==> config.mk <==
export PLATFORM = sky130hd
export DESIGN_NAME = subword_mem
export DESIGN_NICKNAME = d
export VERILOG_FILES = /design/src/rtl/subword_mem_pkg.sv /design/src/rtl/subword_lane.sv /design/src/rtl/subword_merge.sv /design/src/rtl/subword_array.sv /design/src/rtl/subword_mem.sv
export SDC_FILE = /design/constraint.sdc
export NUM_CORES = 2
export LEC_CHECK = 0
export ABC_AREA = 1
export BUFFER_PORTS_ARGS = -buffer_cell sky130_fd_sc_hd__buf_4
export CAP_MARGIN = 20
export CORE_ASPECT_RATIO = 1.2
export CORE_MARGIN = 4
export CORE_UTILIZATION = 43
export CTS_BUF_LIST = sky130_fd_sc_hd__clkbuf_8
export CTS_CLUSTER_DIAMETER = 100
export CTS_CLUSTER_SIZE = 8
export DETAILED_ROUTE_END_ITERATION = 6
export PLACE_DENSITY = 0.63
export SYNTH_ARGS = -nofsm -noshare
export SYNTH_HDL_FRONTEND = slang
export SYNTH_SLANG_ARGS = --single-unit
==> constraint.sdc <==
create_clock -name clk -period 3.1 [get_ports clk]
set_clock_uncertainty 0.15 [all_clocks]
set_input_delay 0.155 -clock clk [delete_from_list [all_inputs] [get_ports clk]]
set_output_delay 0.155 -clock clk [all_outputs]
set_load 0.05 [all_outputs]
==> src/rtl/subword_mem_pkg.sv <==
package subword_mem_pkg;

    localparam int WORD_BITS  = 64;
    localparam int WORD_BYTES = WORD_BITS / 8;
    localparam int OFF_W      = $clog2(WORD_BYTES);

    typedef logic [WORD_BITS-1:0] word_t;

    // Registered outputs of the top level.
    typedef struct packed {
        word_t ld_data;
        logic  misalign;
    } resp_t;

endpackage

==> src/rtl/subword_lane.sv <==
// Lane geometry of one access: alignment, bit shift and unshifted mask.
module subword_lane
    import subword_mem_pkg::*;
(
    input  logic [1:0]       size_code,
    input  logic [OFF_W-1:0] byte_off,
    output logic             legal,
    output logic [5:0]       shift_bits,
    output word_t            lane_mask
);
    logic [3:0] nbytes;
    logic [3:0] lane_pos;

    always_comb begin
        nbytes   = 4'd1 << size_code;
        legal    = (byte_off & OFF_W'(nbytes - 4'd1)) == '0;
        // Offset 0 is the top lane: shift = (8 - bytes - offset) bytes.
        lane_pos = 4'd8 - nbytes - {1'b0, byte_off};
        shift_bits = {lane_pos[2:0], 3'b000};
    end

    for (genvar b = 0; b < WORD_BYTES; b++) begin : g_mask
        assign lane_mask[8*b +: 8] = (4'(b) < nbytes) ? 8'hFF : 8'h00;
    end

endmodule

==> src/rtl/subword_merge.sv <==
// Read-modify-write merge of a lane-sized value into an existing word.
module subword_merge
    import subword_mem_pkg::*;
(
    input  word_t      old_word,
    input  word_t      new_val,
    input  word_t      lane_mask,
    input  logic [5:0] shift_bits,
    output word_t      merged
);
    word_t placed_mask;
    word_t placed_val;

    always_comb begin
        placed_mask = lane_mask << shift_bits;
        placed_val  = (new_val & lane_mask) << shift_bits;
        merged      = (old_word & ~placed_mask) | placed_val;
    end

endmodule

==> src/rtl/subword_array.sv <==
// Word storage with reset-to-zero contents, one write port, async read.
module subword_array
    import subword_mem_pkg::*;
#(
    parameter int DEPTH = 16,
    localparam int IDX_W = $clog2(DEPTH)
) (
    input  logic             clk,
    input  logic             rst_n,
    input  logic             we,
    input  logic [IDX_W-1:0] idx,
    input  word_t            wdata,
    output word_t            rdata
);
    word_t mem_q [DEPTH];
    word_t mem_d [DEPTH];

    always_comb begin
        mem_d = mem_q;
        if (we) begin
            mem_d[idx] = wdata;
        end
    end

    always_ff @(posedge clk) begin
        if (!rst_n) begin
            for (int i = 0; i < DEPTH; i++) begin
                mem_q[i] <= '0;
            end
        end else begin
            mem_q <= mem_d;
        end
    end

    assign rdata = mem_q[idx];

    // a cycle without a write leaves the addressed word as it was.
    p_idle_keep_r8: assert property (@(posedge clk) disable iff (!rst_n)
        !we |=> (mem_q[$past(idx)] == $past(rdata)));

endmodule

==> src/rtl/subword_mem.sv <==
module subword_mem
    import subword_mem_pkg::*;
#(
    parameter int ADDR_W = 16,
    parameter int DEPTH  = 16
) (
    input  logic              clk,
    input  logic              rst_n,
    input  logic [ADDR_W-1:0] req_addr,
    input  logic [1:0]        req_size,
    input  logic              ld_en,
    input  logic              st_en,
    input  logic [63:0]       st_data,
    output logic [63:0]       ld_data,
    output logic              misalign
);
    localparam int IDX_W = $clog2(DEPTH);

    logic [IDX_W-1:0] word_idx;
    logic [OFF_W-1:0] byte_off;
    logic             legal;
    logic [5:0]       shift_bits;
    word_t            lane_mask;
    word_t            cur_word;
    word_t            merged;
    logic             wr_en;
    resp_t            resp_d, resp_q;

    assign word_idx = req_addr[OFF_W +: IDX_W];
    assign byte_off = req_addr[OFF_W-1:0];

    subword_lane u_lane (
        .size_code  (req_size),
        .byte_off   (byte_off),
        .legal      (legal),
        .shift_bits (shift_bits),
        .lane_mask  (lane_mask)
    );

    subword_merge u_merge (
        .old_word   (cur_word),
        .new_val    (st_data),
        .lane_mask  (lane_mask),
        .shift_bits (shift_bits),
        .merged     (merged)
    );

    assign wr_en = st_en && legal;

    subword_array #(.DEPTH(DEPTH)) u_array (
        .clk   (clk),
        .rst_n (rst_n),
        .we    (wr_en),
        .idx   (word_idx),
        .wdata (merged),
        .rdata (cur_word)
    );

    always_comb begin
        resp_d          = '0;
        resp_d.misalign = (ld_en || st_en) && !legal;
        if (ld_en && legal) begin
            resp_d.ld_data = (cur_word >> shift_bits) & lane_mask;
        end
    end

    always_ff @(posedge clk) begin
        if (!rst_n) begin
            resp_q <= '0;
        end else begin
            resp_q <= resp_d;
        end
    end

    assign ld_data  = resp_q.ld_data;
    assign misalign = resp_q.misalign;

    // a flagged request never returns data.
    p_err_no_data_r8: assert property (@(posedge clk) disable iff (!rst_n)
        misalign |-> (ld_data == '0));

    // odd address with size above one byte is refused next cycle.
    p_odd_flag_r8: assert property (@(posedge clk) disable iff (!rst_n)
        ((ld_en || st_en) && req_addr[0] && (req_size != 2'd0)) |=> misalign);

    // no load strobe gives zero data in the next cycle.
    p_idle_zero_r9: assert property (@(posedge clk) disable iff (!rst_n)
        !ld_en |=> (ld_data == '0));

    // a narrow legal store leaves bytes outside its lane untouched.
    p_keep_bytes_r4: assert property (@(posedge clk) disable iff (!rst_n)
        (wr_en && (req_size != 2'd3)) |->
            (((merged ^ cur_word) & ~(lane_mask << shift_bits)) == '0));

    // load data never reaches above the access width.
    p_zero_ext_r6: assert property (@(posedge clk) disable iff (!rst_n)
        (ld_en && legal) |=> ((ld_data & ~$past(lane_mask)) == '0));

endmodule

==> impl_metrics.toml <==
[outcome]
status = "finished with violations"
violations = "design-rule violations"

[synth]
synth_cell_types = 41
synth_edf_count = 0
synthFlopType = "dfxtp_1"
synth_nets = 9223
ys_ff_latch = 1089
synthArstFlopShare_pct = 0
syn_inst = 9133
syn_area_mm2 = 0.0560
seq_area_frac_synth_pct = 38.9
syn_avg_cell_area_um2 = 6.13
yosysWarnings = 0

[detailed_routing]
drtIter0Drc = 5443
ant_nets = 0
drt_wl_total_um = 209000
firstDrtPassIters = 7
viasPerCell = 5.22
wl_per_cell_um = 19.3
vias = 56600
drc = 6

[floorplan]
dieArea_mm2 = 0.136
num_rows = 144
pin_count = 151
dieHeight_um = 403
coreArea_mm2 = 0.129
die_w_um = 337
initial_utilization_pct = 43.5

[sta]
min_period_ps = 3000
hold_viol_final = 0
fin_setup_tns_ps = 0
period_share_pct = 96.7
slew_violations = 0
holdWs_ps = 78.8
slew-limit-headroom_pct = 33.0
worst_pin_slew_ps = 1000
finalSetupViolations = 0
fmax_mhz = 333
rsz0062_at_grt = "false"
final.setup.worst_slack_ps = 101

[grt]
antenna_found_initial = 5
grt_pass1_wl_um = 312000
grt_pass1_vias = 50600
grtUsageTotal_pct = 29.8
grt_max_degree = 123
grt_overflow = 0

[power]
p_per_area_mw_per_mm2 = 461
ir_drop_mv = 0.328
p_leak_uw = 0.0326

[cts]
insertion_delay_ps = 900
numCtsBuffers = 155
cts_tree = "yes"
cts-root-buf = "clkbuf_8"
clock_path_buffers = 3
cts_setup_buffers = 0
clk_pin_slew_ps = 60
htreeDepth = 4
cts_sinks = 1089

[finish]
fillers = 13500
syn_to_final_growth_pct = 11.6
nets = 9225
mostFrequentLayoutCells = "nand2_1 (2358), nor2_1 (1427), inv_1 (1316), dfxtp_1 (1089), o21ai_0 (965)"
layout.cells.non_filler = 10800
fin_util_pct = 48.5
drive_gt1_share_pct = 8.35
layout_commonest_cell = "nand2_1"

[critical_path]
path_cells = "buf_4 -> inv_2 -> dlygate4sd3_1 -> buf_4 -> nor2_1 -> nor2_4 -> dlygate4sd3_1 -> nand3_1 -> nor2_1 -> dlygate4sd3_1 -> buf_4 -> nand2_1 -> nor2_1 -> dlygate4sd3_1"
setup.worst_path.end_class = "flop"
cp_common_cell = "dlygate4sd3_1"
worstPathMaxFanout = 8
cpPeakStageDelay_ps = 590
crit_type = "in -> reg"
arrival_ps = 3680
start_kind = "input pin"
required_ps = 3780
cp_slowest_cell = "dlygate4sd3_1"

[place]
dp_cells = 10600
portBuffers = 141
routabilityCongestion = 1.01
pre_cts_slack_ps = -23.1
hpwl_um = 130000

[hold_path]
hp-class = "in -> reg"

[run]
maxCapViolCount = 0
worst max-delay path, delay by kind of cell:
family,cells,cell delay [ps]
simple gates,6,740
buf+inv,8,2780
where the power goes:
group | internal, µW | total [µW] | leakage, µW | switching (µW)
Clock | 4600 | 10100 | 0.00120 | 5480
Combinational | 1220 | 4490 | 0.0226 | 3270
Sequential | 14200 | 14200 | 0.00879 | 71.5
Total | 20000 | 28800 | 0.0326 | 8820
sequential cells by signal (all words and copies together) (netlist names):
| name | cells |
|---|---|
| u_array.mem_q | 1024 |
| ld_data | 64 |
| misalign | 1 |
area by class of cell:
class | count | area [µm²] | area share, %
clock inverter | 14 | 128 | 0.204
tap | 1679 | 2100 | 3.36
multi-input combinational | 6036 | 26100 | 41.8
clock buffer | 159 | 2190 | 3.50
antenna | 3 | 7.51 | 0.0120
inverter | 1353 | 5130 | 8.21
sequential | 1089 | 21800 | 34.9
timing repair buffer | 500 | 5020 | 8.04
through the flow:
stage,total power (µW),cell area (µm²)
3_3_place_gp,18900,59700
3_5_place_dp,18900,59700
2_1_floorplan,17000,56000
5_1_grt,29800,62500
4_1_cts,29000,62500
6_report,28800,62500
synth_stat cells (2+ instances only):
cell type,n,area (µm²)
nand2_1,2366,8880
nor2_1,1432,5380
inv_1,1330,4990
dfxtp_1,1089,21800
o21ai_0,965,4830
a21oi_1,547,2740
nand3_1,397,1990
clkbuf_1,243,912
buf_2,228,1140
o21ai_1,165,826
buf_1,103,387
buf_4,57,428
o21ai_2,34,298
buf_6,24,270
inv_2,19,71.3
nand4_1,17,106
nand2_2,15,93.8
o211ai_1,14,105
nor2_2,13,81.3
a22oi_1,11,82.6
o21ai_4,10,163
o21bai_1,8,60.1
a31oi_1,7,43.8
nor2_4,7,78.8
and3_1,4,25.0
ha_1,4,50.1
a21oi_2,3,26.3
nand3b_1,3,22.5
o21a_1,3,22.5
clkinv_1,2,7.51
inv_4,2,12.5
nand2_4,2,22.5
logic make-up after synthesis:
logic type	count (synthesis)	synth area share, %
flip-flops	1089	38.9
AND/OR/NAND/NOR	4261	29.8
AO/OA/AOI/OAI	1770	16.5
XOR/XNOR	1	0.0156
adder cells (fa/ha/maj)	4	0.0894
buffers and inverters	2008	14.7
final timing paths:
path / start / to / slack [ps] / cells after the start
max: req_size[1] / ld_data[20] / 100 / 14
min: st_data[55] / u_array.mem_q[567] / 80 / 7
max reg2reg: u_array.mem_q[596] / ld_data[20] / 770 / 12
min reg2reg: u_array.mem_q[754] / u_array.mem_q[754] / 380 / 4
what timing repair did:
action,in CTS,in global routing
hold endpoints to repair,428,0
hold buffers,49,0
gates resized for setup,0,6
setup endpoints to repair,0,26
layer usage:
| metal | vias to the layer above | GRT usage, % | routed length, µm |
|---|---|---|---|
| li1 | 27800 | - | - |
| met1 | 25900 | 36.7 | 82700 |
| met2 | 2290 | 49.9 | 97800 |
| met3 | 540 | 4.72 | 16200 |
| met4 | 4 | 16.0 | 12400 |
| met5 | - | 0 | 31 |
(Power assumes the default switching activity.)
